`src/rtl/tmr_pkg.sv`:
```
package tmr_pkg;
  localparam int unsigned LEN_BASE  = 32'h00;
  localparam int unsigned CTL_OFS   = 32'h10;
  localparam int unsigned VAL_BASE  = 32'h14;
  localparam int unsigned RST_OFS   = 32'h34;
  localparam int unsigned REG_STEP  = 4;
  localparam int unsigned FLD_W     = 4;
  localparam logic [31:0] RST_MAGIC = 32'h0001_0000;
endpackage

```
`src/rtl/tmr_regdec.sv`:
```
module tmr_regdec
  import tmr_pkg::*;
#(
  parameter int N_TMR  = 4,
  parameter int ADDR_W = 8
) (
  input  logic              wr_en,
  input  logic [ADDR_W-1:0] addr,
  output logic [N_TMR-1:0]  len_we,
  output logic [N_TMR-1:0]  val_sel,
  output logic              ctl_we,
  output logic              rst_we
);
  for (genvar i = 0; i < N_TMR; i++) begin : g_dec
    localparam logic [ADDR_W-1:0] LEN_A = ADDR_W'(LEN_BASE + REG_STEP * i);
    localparam logic [ADDR_W-1:0] VAL_A = ADDR_W'(VAL_BASE + REG_STEP * i);
    assign len_we[i]  = wr_en && (addr == LEN_A);
    assign val_sel[i] = (addr == VAL_A);
  end

  assign ctl_we = wr_en && (addr == ADDR_W'(CTL_OFS));
  assign rst_we = wr_en && (addr == ADDR_W'(RST_OFS));
endmodule

```
`src/rtl/tmr_channel.sv`:
```
module tmr_channel
  import tmr_pkg::*;
#(
  parameter int CNT_W = 32
) (
  input  logic             clk,
  input  logic             rst_n,
  input  logic             tick_en,
  input  logic             len_we,
  input  logic             ctl_we,
  input  logic [FLD_W-1:0] en_field,
  input  logic [CNT_W-1:0] wdata,
  output logic [CNT_W-1:0] count,
  output logic             irq
);
  logic [CNT_W-1:0] len_q, len_d, cnt_q, cnt_d;
  logic             run_q, run_d, irq_q, irq_d;
  logic             start_ok, len_en, cnt_en;

  assign start_ok = (|en_field) && (len_q != '0);

  always_comb begin
    len_d  = wdata;
    len_en = len_we;
    run_d  = run_q;
    cnt_d  = cnt_q;
    irq_d  = 1'b0;
    cnt_en = 1'b0;
    if (ctl_we) begin
      run_d = start_ok;
      if (start_ok) begin
        cnt_d  = len_q;
        cnt_en = 1'b1;
      end
    end else if (run_q && tick_en) begin
      cnt_en = 1'b1;
      if (cnt_q == '0) begin
        cnt_d = len_q;
        irq_d = 1'b1;
      end else begin
        cnt_d = cnt_q - 1'b1;
      end
    end
  end

  always_ff @(posedge clk or negedge rst_n) begin
    if (!rst_n) begin
      len_q <= '0;
      cnt_q <= '0;
      run_q <= 1'b0;
      irq_q <= 1'b0;
    end else begin
      if (len_en) len_q <= len_d;
      if (cnt_en) cnt_q <= cnt_d;
      run_q <= run_d;
      irq_q <= irq_d;
    end
  end

  assign count = cnt_q;
  assign irq   = irq_q;

  a_r4_irq_single: assert property (@(posedge clk) disable iff (!rst_n)
    irq_q |=> !irq_q);
  a_r4_irq_from_tick: assert property (@(posedge clk) disable iff (!rst_n)
    irq_q |-> $past(tick_en && run_q));
  a_r3_hold_without_tick: assert property (@(posedge clk) disable iff (!rst_n)
    (!tick_en && !ctl_we) |=> $stable(cnt_q));
  a_r5_stopped_quiet: assert property (@(posedge clk) disable iff (!rst_n)
    (!run_q && !ctl_we) |=> ($stable(cnt_q) && !irq_q));
  a_r2_start_loads: assert property (@(posedge clk) disable iff (!rst_n)
    (ctl_we && (|en_field) && (len_q != '0)) |=> (run_q && (cnt_q == $past(len_q))));
  a_r9_len_write_keeps_count: assert property (@(posedge clk) disable iff (!rst_n)
    (len_we && !tick_en && !ctl_we) |=> $stable(cnt_q));
endmodule

```
`src/rtl/tmr_rst_trig.sv`:
```
module tmr_rst_trig
  import tmr_pkg::*;
#(
  parameter int DATA_W = 32
) (
  input  logic              clk,
  input  logic              rst_n,
  input  logic              rst_we,
  input  logic [DATA_W-1:0] wdata,
  output logic              reset_req
);
  logic req_q, req_d;

  always_comb req_d = rst_we && (wdata == DATA_W'(RST_MAGIC));

  always_ff @(posedge clk or negedge rst_n) begin
    if (!rst_n) req_q <= 1'b0;
    else        req_q <= req_d;
  end

  assign reset_req = req_q;

  a_r7_req_has_cause: assert property (@(posedge clk) disable iff (!rst_n)
    reset_req |-> $past(rst_we));
  a_r7_no_req_idle: assert property (@(posedge clk) disable iff (!rst_n)
    !rst_we |=> !reset_req);
endmodule

```
`src/rtl/quad_interval_timer.sv`:
```
module quad_interval_timer
  import tmr_pkg::*;
#(
  parameter int N_TMR  = 4,
  parameter int ADDR_W = 8,
  parameter int DATA_W = 32
) (
  input  logic                   clk,
  input  logic                   rst_n,
  input  logic                   tick_en,
  input  logic                   wr_en,
  input  logic [ADDR_W-1:0]      addr,
  input  logic [DATA_W-1:0]      wdata,
  output logic [DATA_W-1:0]      rdata,
  output logic [N_TMR-1:0]       irq,
  output logic                   reset_req
);
  localparam int CTL_BITS = N_TMR * FLD_W;

  logic              rst_m, rst_s;
  logic [N_TMR-1:0]  len_we, val_sel;
  logic              ctl_we, rst_we;
  logic [DATA_W-1:0] cnt [N_TMR];
  logic [DATA_W-1:0] rd_or [N_TMR+1];

  always_ff @(posedge clk or negedge rst_n) begin
    if (!rst_n) begin
      rst_m <= 1'b0;
      rst_s <= 1'b0;
    end else begin
      rst_m <= 1'b1;
      rst_s <= rst_m;
    end
  end

  tmr_regdec #(.N_TMR(N_TMR), .ADDR_W(ADDR_W)) u_dec (
    .wr_en  (wr_en),
    .addr   (addr),
    .len_we (len_we),
    .val_sel(val_sel),
    .ctl_we (ctl_we),
    .rst_we (rst_we)
  );

  for (genvar i = 0; i < N_TMR; i++) begin : g_ch
    tmr_channel #(.CNT_W(DATA_W)) u_ch (
      .clk     (clk),
      .rst_n   (rst_s),
      .tick_en (tick_en),
      .len_we  (len_we[i]),
      .ctl_we  (ctl_we),
      .en_field(wdata[FLD_W*i +: FLD_W]),
      .wdata   (wdata),
      .count   (cnt[i]),
      .irq     (irq[i])
    );
  end

  assign rd_or[0] = '0;
  for (genvar i = 0; i < N_TMR; i++) begin : g_rd
    assign rd_or[i+1] = rd_or[i] | (val_sel[i] ? cnt[i] : '0);
  end
  assign rdata = rd_or[N_TMR];

  tmr_rst_trig #(.DATA_W(DATA_W)) u_rst (
    .clk      (clk),
    .rst_n    (rst_s),
    .rst_we   (rst_we),
    .wdata    (wdata),
    .reset_req(reset_req)
  );

  initial begin
    a_r6_ctl_fits: assert (CTL_BITS <= DATA_W);
  end
  a_r8_sel_onehot: assert property (@(posedge clk) disable iff (!rst_s)
    $onehot0(val_sel));
endmodule

```
`config.mk`:
```
export PLATFORM = sky130hd
export DESIGN_NAME = quad_interval_timer
export DESIGN_NICKNAME = d
export VERILOG_FILES = /design/src/rtl/tmr_pkg.sv /design/src/rtl/tmr_regdec.sv /design/src/rtl/tmr_channel.sv /design/src/rtl/tmr_rst_trig.sv /design/src/rtl/quad_interval_timer.sv
export SDC_FILE = /design/constraint.sdc
export NUM_CORES = 1
export LEC_CHECK = 0
export BUFFER_PORTS_ARGS = -buffer_cell sky130_fd_sc_hd__buf_2
export CAP_MARGIN = 25
export CORE_MARGIN = 2
export CORE_UTILIZATION = 60
export DETAILED_ROUTE_END_ITERATION = 10
export GPL_ROUTABILITY_DRIVEN = 0
export PLACE_DENSITY = 0.79
export RECOVER_POWER = 100
export SYNTH_ARGS = -nofsm -noshare
export SYNTH_HDL_FRONTEND = slang
export SYNTH_SLANG_ARGS = --single-unit
```
`constraint.sdc`:
```
create_clock -name clk -period 21.5 [get_ports clk]
set_input_delay 1.075 -clock clk [delete_from_list [all_inputs] [get_ports clk]]
set_output_delay 1.075 -clock clk [all_outputs]
set_load 0.01 [all_outputs]
```
# [After elaboration in Yosys (flattened, before gate mapping)]
# Cells that the tools add are included.
[totals] register_bits=267 in_bits=44 out_inout_bits=37 word_cells=120
[classes] n_addsub=4 eq_ne=14 mux=44 n_bitwise=3 reduce_logical=36
[ops] op="32-bit two-way mux" count=20
[ops] op="32-bit logical NOT" count=4
[ops] op="32-bit nonzero test" count=4
[ops] op="32-bit by 1-bit subtractor with 32-bit output, second input constant" count=4
[ops] op="32-bit OR" count=3
[ops] op="32-bit by 17-bit == test with 1-bit output, second input constant" count=1
[ops] op="8-bit by 5-bit == test with 1-bit output, second input constant" count=4
[ops] op="1-bit two-way mux" count=24
[ops] op="8-bit by 4-bit == test with 1-bit output, second input constant" count=2
[ops] op="8-bit by 6-bit == test with 1-bit output, second input constant" count=2
[ops] op="4-bit OR reduction" count=4
[ops] op="1-bit logical AND" count=15
[ops] op="3-bit AND reduction" count=4
[ops] op="8-bit by 3-bit == test with 1-bit output, second input constant" count=1
[ops] op="8-bit logical NOT" count=1
[ops] op="2-bit by 1-bit inequality test with 1-bit output, second input constant" count=4
[ops] op="2-bit nonzero test" count=4

# [Longest topological paths before layout]
# Gate-level depths: netlist (run 1).
[logic_depth] ltp_word=5 ltp_mapped=10 ltp_nobuf=8

# [By module]
# From an unflattened synthesis (run 1), not the netlist that was laid out.
[unflattened] cells_unflattened=1575 area_unflattened_um2=15085.7
[modules_own_cells] module="tmr_channel (g_ch[1].u_ch ...)" instances=3 cells_each=360 area_each_um2=3524.6
[modules_own_cells] module="tmr_channel (g_ch[0].u_ch)" instances=1 cells_each=351 area_each_um2=3507.1
[modules_own_cells] module="quad_interval_timer" instances=1 cells_each=111 area_each_um2=754.5
[modules_own_cells] module="tmr_regdec" instances=1 cells_each=20 area_each_um2=137.6
[modules_own_cells] module="tmr_rst_trig" instances=1 cells_each=13 area_each_um2=112.6

# [Worst setup path after synthesis (run 1)]
# OpenSTA, ideal clock, no wires.
[synth_path] path_kind="input-to-output" from="input port addr[7]" to="output port rdata[10]" arrival_ns=2.383 t_required_ns=20.425 slack_ns=18.042 path_stages=6 path_buffers=1 cell_sequence="nor3b_1 -> nand3_1 -> nor3_1 -> clkbuf_1 -> a22oi_1 -> nand2_1"
[synth_via] elab_chain_cells=5
[synth_lines] element="from (decl)" line="quad_interval_timer.sv:12" rtl="input logic [ADDR_W-1:0] addr,"
[synth_lines] element="8-bit by 5-bit == test with 1-bit output" line="tmr_regdec.sv:18" rtl="assign val_sel[i] = (addr == VAL_A);"
[synth_lines] element="32-bit two-way mux" line="quad_interval_timer.sv:61" rtl="assign rd_or[i+1] = rd_or[i] | (val_sel[i] ? cnt[i] : '0);"
[synth_lines] element="32-bit OR (2 in series)" line="quad_interval_timer.sv:61"
[synth_lines] element="32-bit OR (*)" line="quad_interval_timer.sv:61"
[synth_lines] element="to (decl)" line="quad_interval_timer.sv:14" rtl="output logic [DATA_W-1:0] rdata,"
# Every way passes the cells marked *; elsewhere a longest branch is shown, timed or not.

==> run summary, run 1 <==
Register share of total power -> 0.433
Dpl ws -> 17.47 ns
Max-Cap Viols -> 14
Worst endpoint required time -> 21.64 ns
Clk_skew -> 0.0199 ns
Period minus WS final -> 10.58 ns
Crit-path max FO -> 149
Pin count of the biggest net entering global routing -> 150
Routed WL -> 49.3 mm
Total number of vias -> 13,900
DPL Wire Length -> 34.9 mm
CTS Root Cell -> clkbuf_16
Die height -> 161 µm
Synth-to-Final Area Change -> 9.38%
Inserted Clock Buffers -> 29
FFs w/ async S/R, synth -> 1.00
Final net count -> 1,648
Placed cells -> 1,887
Worst vdd ir -> 0.0000788 V
Combinational Power Share -> 0.192
Worst-Margin Slew -> 8.18 ns
Clock network power share -> 0.374
Pre-antenna DRT Iters -> 6
CTS Hold Bufs -> 0
Setup CP Type -> reg -> async
Multi-input logic area -> 0.00749 mm²
Initial DRC Count -> 2,287
Core area -> 0.0242 mm²
Mapped Area -> 0.0147 mm²
Ys flop type -> dfrtp_1
WL/cell -> 25.4 µm
Fraction of layout cells with a size suffix above 1 -> 0.154
YS warnings -> 0
Post-CTS Setup Bufs -> 0
Relative slew slack -> -4.45
Cell area after layout -> 0.0161 mm²
I/O Buffers -> 80
Die width -> 161 µm
Initial core utilization -> 0.608
# IOs -> 81
Clk sinks -> 267
Fillers -> 1,963
Diode count -> 0
Clock slew seen by the registers of the worst setup and hold paths -> 0.06 ns
First-pass GRT wire length -> 75.7 mm
CP Cell Sequence -> clkbuf_1, clkbuf_1
Setup violators final -> 0
DRC Markers -> 0
Setup TNS Final -> 0 ns
Vias in the first global route -> 12,900
Register area share after synthesis -> 0.453
Worst Setup Start Kind -> register
Register area -> 0.00668 mm²
Synthesized netlist net count -> 1,627
Non-Filler Instances -> 1,941
Die ar. -> 0.0258 mm²
Remaining Overflow, GRT -> 0
Row cnt -> 57
ANT nets after route -> 0
Pwr dens -> 83.5 mW/mm²
Cell leakage power -> 7.34 nW
Tot Pwr -> 1.35 mW
Antenna violations before repair -> 1
Crit path top cell by count -> clkbuf_1
Status -> finished with violations
Critical path's top delay family -> buffers and inverters
Worst-case clock buffer depth -> 3
Min-Delay Path Class -> in -> async
Worst EP arrival -> 10.71 ns
#FFs+latches synth -> 267
WP buf/inv -> 2
Synth Instances -> 1,575
Switching Fraction -> 0.317
Max Clk Rate -> 94.6 MHz
Worst setup slack after layout -> 10.93 ns
Mean Syn Cell Area -> 9.36 µm²
Distinct cell type count after synthesis -> 64
Via-to-Cell Ratio -> 7.15
Period utilization -> 0.492
Gates resized, CTS repair -> 0
Slew Viols, Final -> 669
Slowest-stage cell, CP -> clkbuf_1
Final Hold Vio Count -> 0
Worst-skew pair later-pin latency -> 0.57 ns
Slowest stage delay, CP -> 5.82 ns
RSZ-0062 raised after global routing -> no
CTS tree -> done
WHS -> 0.283 ns
Placed Instance Area -> 0.0153 mm²
Pint -> 920 µW
Crit path capture type -> async pin
Number of synthesized flops with an enable pin -> 0
Sw Pwr -> 427 µW
Failing checks -> max-capacitance violations, max-slew violations
Fin util -> 0.665
Gr usage total -> 0.377
H-tree levels -> 1
## final cells by class
class                   count  area share
clock buffers              39      0.0492
clock inverters            13     0.00947
inverters                  29     0.00675
multi-input cells        1166       0.465
flip-flops and latches    267       0.414
well taps                 324      0.0251
repair buffers            103      0.0302
## cell families after synthesis
group                    Yosys count  synth area share
flip-flops                       267             0.453
AND/OR/NAND/NOR                  540             0.192
adder cells (fa/ha/maj)            8           0.00679
other                              1          0.000254
AO/OA/AOI/OAI                    486             0.207
buffers and inverters            142            0.0403
multiplexers                     131             0.100
## worst register-to-register path, stage by stage (launching register included)
cell and delay (ns):
dfrtp_1 2.12, clkbuf_1 5.83, clkbuf_1 2.18
## sequential cells by signal, indices dropped and copies added (netlist names)
signal           flops
g_ch.u_ch.len_q    128
g_ch.u_ch.count    128
rst_m                1
g_ch.u_ch.run_q      4
rst_s                1
u_rst.reset_req      1
g_ch.u_ch.irq        4
## synth_stat cells, types with 11 or more instances
cell type | instances | area [µm²]
a21oi_1 | 141 | 706
a22oi_1 | 79 | 593
a31oi_1 | 29 | 181
and3_1 | 12 | 75.1
buf_2 | 16 | 80.1
clkbuf_1 | 81 | 304
dfrtp_1 | 267 | 6680
inv_1 | 29 | 109
mux2_2 | 130 | 1460
nand2_1 | 84 | 315
nand2b_1 | 13 | 81.3
nand3_1 | 45 | 225
nand4_1 | 32 | 200
nor2_1 | 125 | 469
nor3_1 | 70 | 350
nor4_1 | 77 | 482
o21a_1 | 12 | 90.1
o21ai_0 | 114 | 571
o22a_1 | 22 | 193
o22ai_1 | 12 | 75.1
o2bb2ai_1 | 11 | 96.3
or3_1 | 20 | 125
or4_1 | 21 | 158
## final timing paths
path                            slack [ns]  depth (start not counted)                endpoint     from
worst min-delay path                  0.28                          1                   rst_m    rst_n
min in group clk                      0.35                          0                   rst_s    rst_m
worst max register to register       10.93                          2  g_ch[2].u_ch.len_q[30]    rst_s
max in group clk                     16.21                          8                rdata[4]  addr[7]
worst min register to register        0.35                          0                   rst_s    rst_m
worst max-delay path                 10.93                          2  g_ch[2].u_ch.len_q[30]    rst_s
## power groups by stage
stage	Combinational, mW	Sequential, mW	Clock [mW]
after floorplan	0.176	0.574	0
after global placement	0.244	0.589	0
after detailed placement	0.251	0.590	0
after CTS	0.252	0.581	0.507
after global routing	0.283	0.587	0.529
final	0.259	0.584	0.504
## cells in the final DEF, fill, tap and decap left out, types with 7 or more instances in the layout
cell,count
a21oi_1,141
nand3_1,44
o21a_1,12
inv_1,29
dfrtp_1,267
clkbuf_1,58
and4_1,7
ha_1,8
and3_1,12
clkbuf_16,29
nor4_1,77
o21ai_0,120
buf_2,41
nor3_1,70
or4_1,21
mux2_2,129
nand2b_1,13
a21o_1,7
buf_4,10
o22a_1,22
o2bb2ai_1,11
nand2_1,84
nand4_1,32
a22oi_1,79
or3_1,20
a31oi_1,27
nor2_1,121
o22ai_1,12
## per-layer routing
layer	vias to the layer above	global-route usage	routed length (µm)
li1	6020	-	-
met1	6695	0.528	19300
met2	968	0.544	20600
met3	197	0.0661	5410
met4	0	0.244	3870
met5	-	0	0
No activity file was read; power rests on OpenSTA's default activity.
==> run 2: changes to the inputs <==
--- a/config.mk
+++ b/config.mk
@@ -8,10 +8,10 @@
 export BUFFER_PORTS_ARGS = -buffer_cell sky130_fd_sc_hd__buf_2
 export CAP_MARGIN = 25
 export CORE_MARGIN = 2
-export CORE_UTILIZATION = 60
+export CORE_UTILIZATION = 56
 export DETAILED_ROUTE_END_ITERATION = 10
 export GPL_ROUTABILITY_DRIVEN = 0
-export PLACE_DENSITY = 0.79
+export PLACE_DENSITY = 0.77
 export RECOVER_POWER = 100
 export SYNTH_ARGS = -nofsm -noshare
 export SYNTH_HDL_FRONTEND = slang
==> constraint.sdc (replaced) <==
create_clock -name clk -period 9.5 [get_ports clk]
set_input_delay 0.475 -clock clk [delete_from_list [all_inputs] [get_ports clk]]
set_output_delay 0.475 -clock clk [all_outputs]
set_load 0.01 [all_outputs]
==> run summary, run 2 (synthesis results as in run 1) <==
Gates resized, CTS repair -> 0
Min-Delay Path Class -> in -> async
Setup CP Type -> in -> reg
Period utilization -> 0.522
Reg-to-reg endpoint -> g_ch[3].u_ch.count[0]
Die ar. -> 0.0276 mm²
RSZ-0062 raised after global routing -> no
Pre-antenna DRT Iters -> 7
Crit path depth -> 9
Vias in the first global route -> 13,000
Tot Pwr -> 3.20 mW
Antenna violations before repair -> 0
Slew Viols, Final -> 331
Initial core utilization -> 0.567
Core area -> 0.0260 mm²
First-pass GRT wire length -> 76.7 mm
Crit path capture type -> register
Worst setup path start -> addr[5]
Cell leakage power -> 7.44 nW
Pin count of the biggest net entering global routing -> 81
DPL Wire Length -> 35.1 mm
CTS Root Cell -> clkbuf_16
Max-Cap Viols -> 10
Synth-to-Final Area Change -> 10.8%
Worst vdd ir -> 0.000223 V
Worst EP arrival -> 5.39 ns
Relative slew slack -> -0.642
Non-Filler Instances -> 1,956
Pwr dens -> 196 mW/mm²
Worst-Margin Slew -> 2.46 ns
Max Clk Rate -> 202 MHz
WL/cell -> 25.4 µm
Clk sinks -> 267
Inserted Clock Buffers -> 29
Clk_skew -> 0.0179 ns
Diode count -> 0
Worst-skew pair later-pin latency -> 0.56 ns
Worst setup slack after layout -> 4.54 ns
Clock slew seen by the registers of the worst setup and hold paths -> 0.06 ns
DRC Markers -> 0
Fraction of layout cells with a size suffix above 1 -> 0.156
Via-to-Cell Ratio -> 7.14
Worst Setup Start Kind -> input pin
Setup violators final -> 0
Most frequent cells in the layout -> 267 x dfrtp_1, 141 x a21oi_1, 129 x mux2_2
Worst-case clock buffer depth -> 3
Worst endpoint required time -> 9.94 ns
Failing checks -> max-capacitance violations, max-slew violations
Die height -> 166 µm
Crit path top cell by count -> clkbuf_1
Cells on worst reg2reg path -> 7
Reg2reg setup slack -> 5.50 ns
Period minus WS final -> 4.96 ns
Routed WL -> 49.8 mm
Critical path's top delay family -> buffers and inverters
Slowest-stage cell, CP -> clkbuf_1
Placed cells -> 1,900
Dpl ws -> 6.15 ns
WP buf/inv -> 3
Remaining Overflow, GRT -> 0
ANT nets after route -> 0
# IOs -> 81
R2r startpoint -> g_ch[3].u_ch.len_q[1]
Most common cell after layout, fill and taps aside -> dfrtp_1
Final net count -> 1,651
CTS tree -> done
Setup TNS Final -> 0 ns
H-tree levels -> 1
Crit-path max FO -> 43
Gr usage total -> 0.353
Slowest stage delay, CP -> 1.65 ns
WHS -> 0.226 ns
CP endpoint -> g_ch[3].u_ch.count[0]
CP Cell Sequence -> clkbuf_1, nor3_1, nand3_2, clkbuf_1, a211oi_1, a31oi_1, clkbuf_1, nor2_1, a221o_1
Die width -> 166 µm
I/O Buffers -> 80
Total number of vias -> 14,000
Final Hold Vio Count -> 0
Status -> finished with violations
Row cnt -> 59
Initial DRC Count -> 2,043
==> run 2: cell types whose count changed in the layout (fill, tap and decap cells not counted), sizes merged <==
cell and delta:
inv -1, clkbuf -3, clkinvlp -1, buf +2, bufinv +6, dlygate4sd3 +1
==> run 2: area by class of cell <==
cell class	instances	area, µm²
timing repair buffer	106	532
inverter	29	109
fill	2158	9650
multi-input combinational	1166	7510
tap	335	419
clock buffer	36	772
sequential	267	6680
clock inverter	17	313
==> run 2: timing repair <==
| action | in CTS | in global routing |
|---|---|---|
| buffers inserted | 0 | 0 |
| endpoints found under the setup margin | 0 | 0 |
| hold endpoints to repair | 2 | 0 |
| hold buffers | 1 | 0 |
==> run 2: layer usage <==
layer / track usage / wire [µm]
met1: 0.502 / 19700
met2: 0.515 / 21200
met3: 0.0622 / 5530
met4: 0.193 / 3320
met5: 0 / 0
==> run 2: metrics by stage <==
| step | util | cell area, µm² |
|---|---|---|
| global placement | 0.589 | 15300 |
| detailed placement | 0.590 | 15300 |
| global route | 0.629 | 16300 |
| floorplan | - | 14700 |
| finish | 0.629 | 16300 |
| CTS | 0.633 | 16400 |
==> run 2: worst min path at each step <==
stage	endpoint	slack, ns	depth (start not counted)
floorplan	rst_m	0.18	0
CTS	rst_s	0.21	2
finish	rst_s	0.23	2
detailed placement	rst_m	0.26	1
global route	rst_s	0.24	2
global placement	rst_m	0.26	1
==> run 2: where the power goes <==
| group | switching [mW] | total [mW] | internal [mW] |
|---|---|---|---|
| combinational | 0.378 | 0.587 | 0.209 |
| sequential | 0.111 | 1.32 | 1.21 |
| clock | 0.478 | 1.30 | 0.818 |
==> run 2: worst reg2reg max path: cells and delay by family, from the launching register on <==
family	cells	cell delay, ns
AO/OA/AOI/OAI	3	1.74
buffers and inverters	1	0.95
AND/OR/NAND/NOR	3	0.77
flip-flops	1	0.43
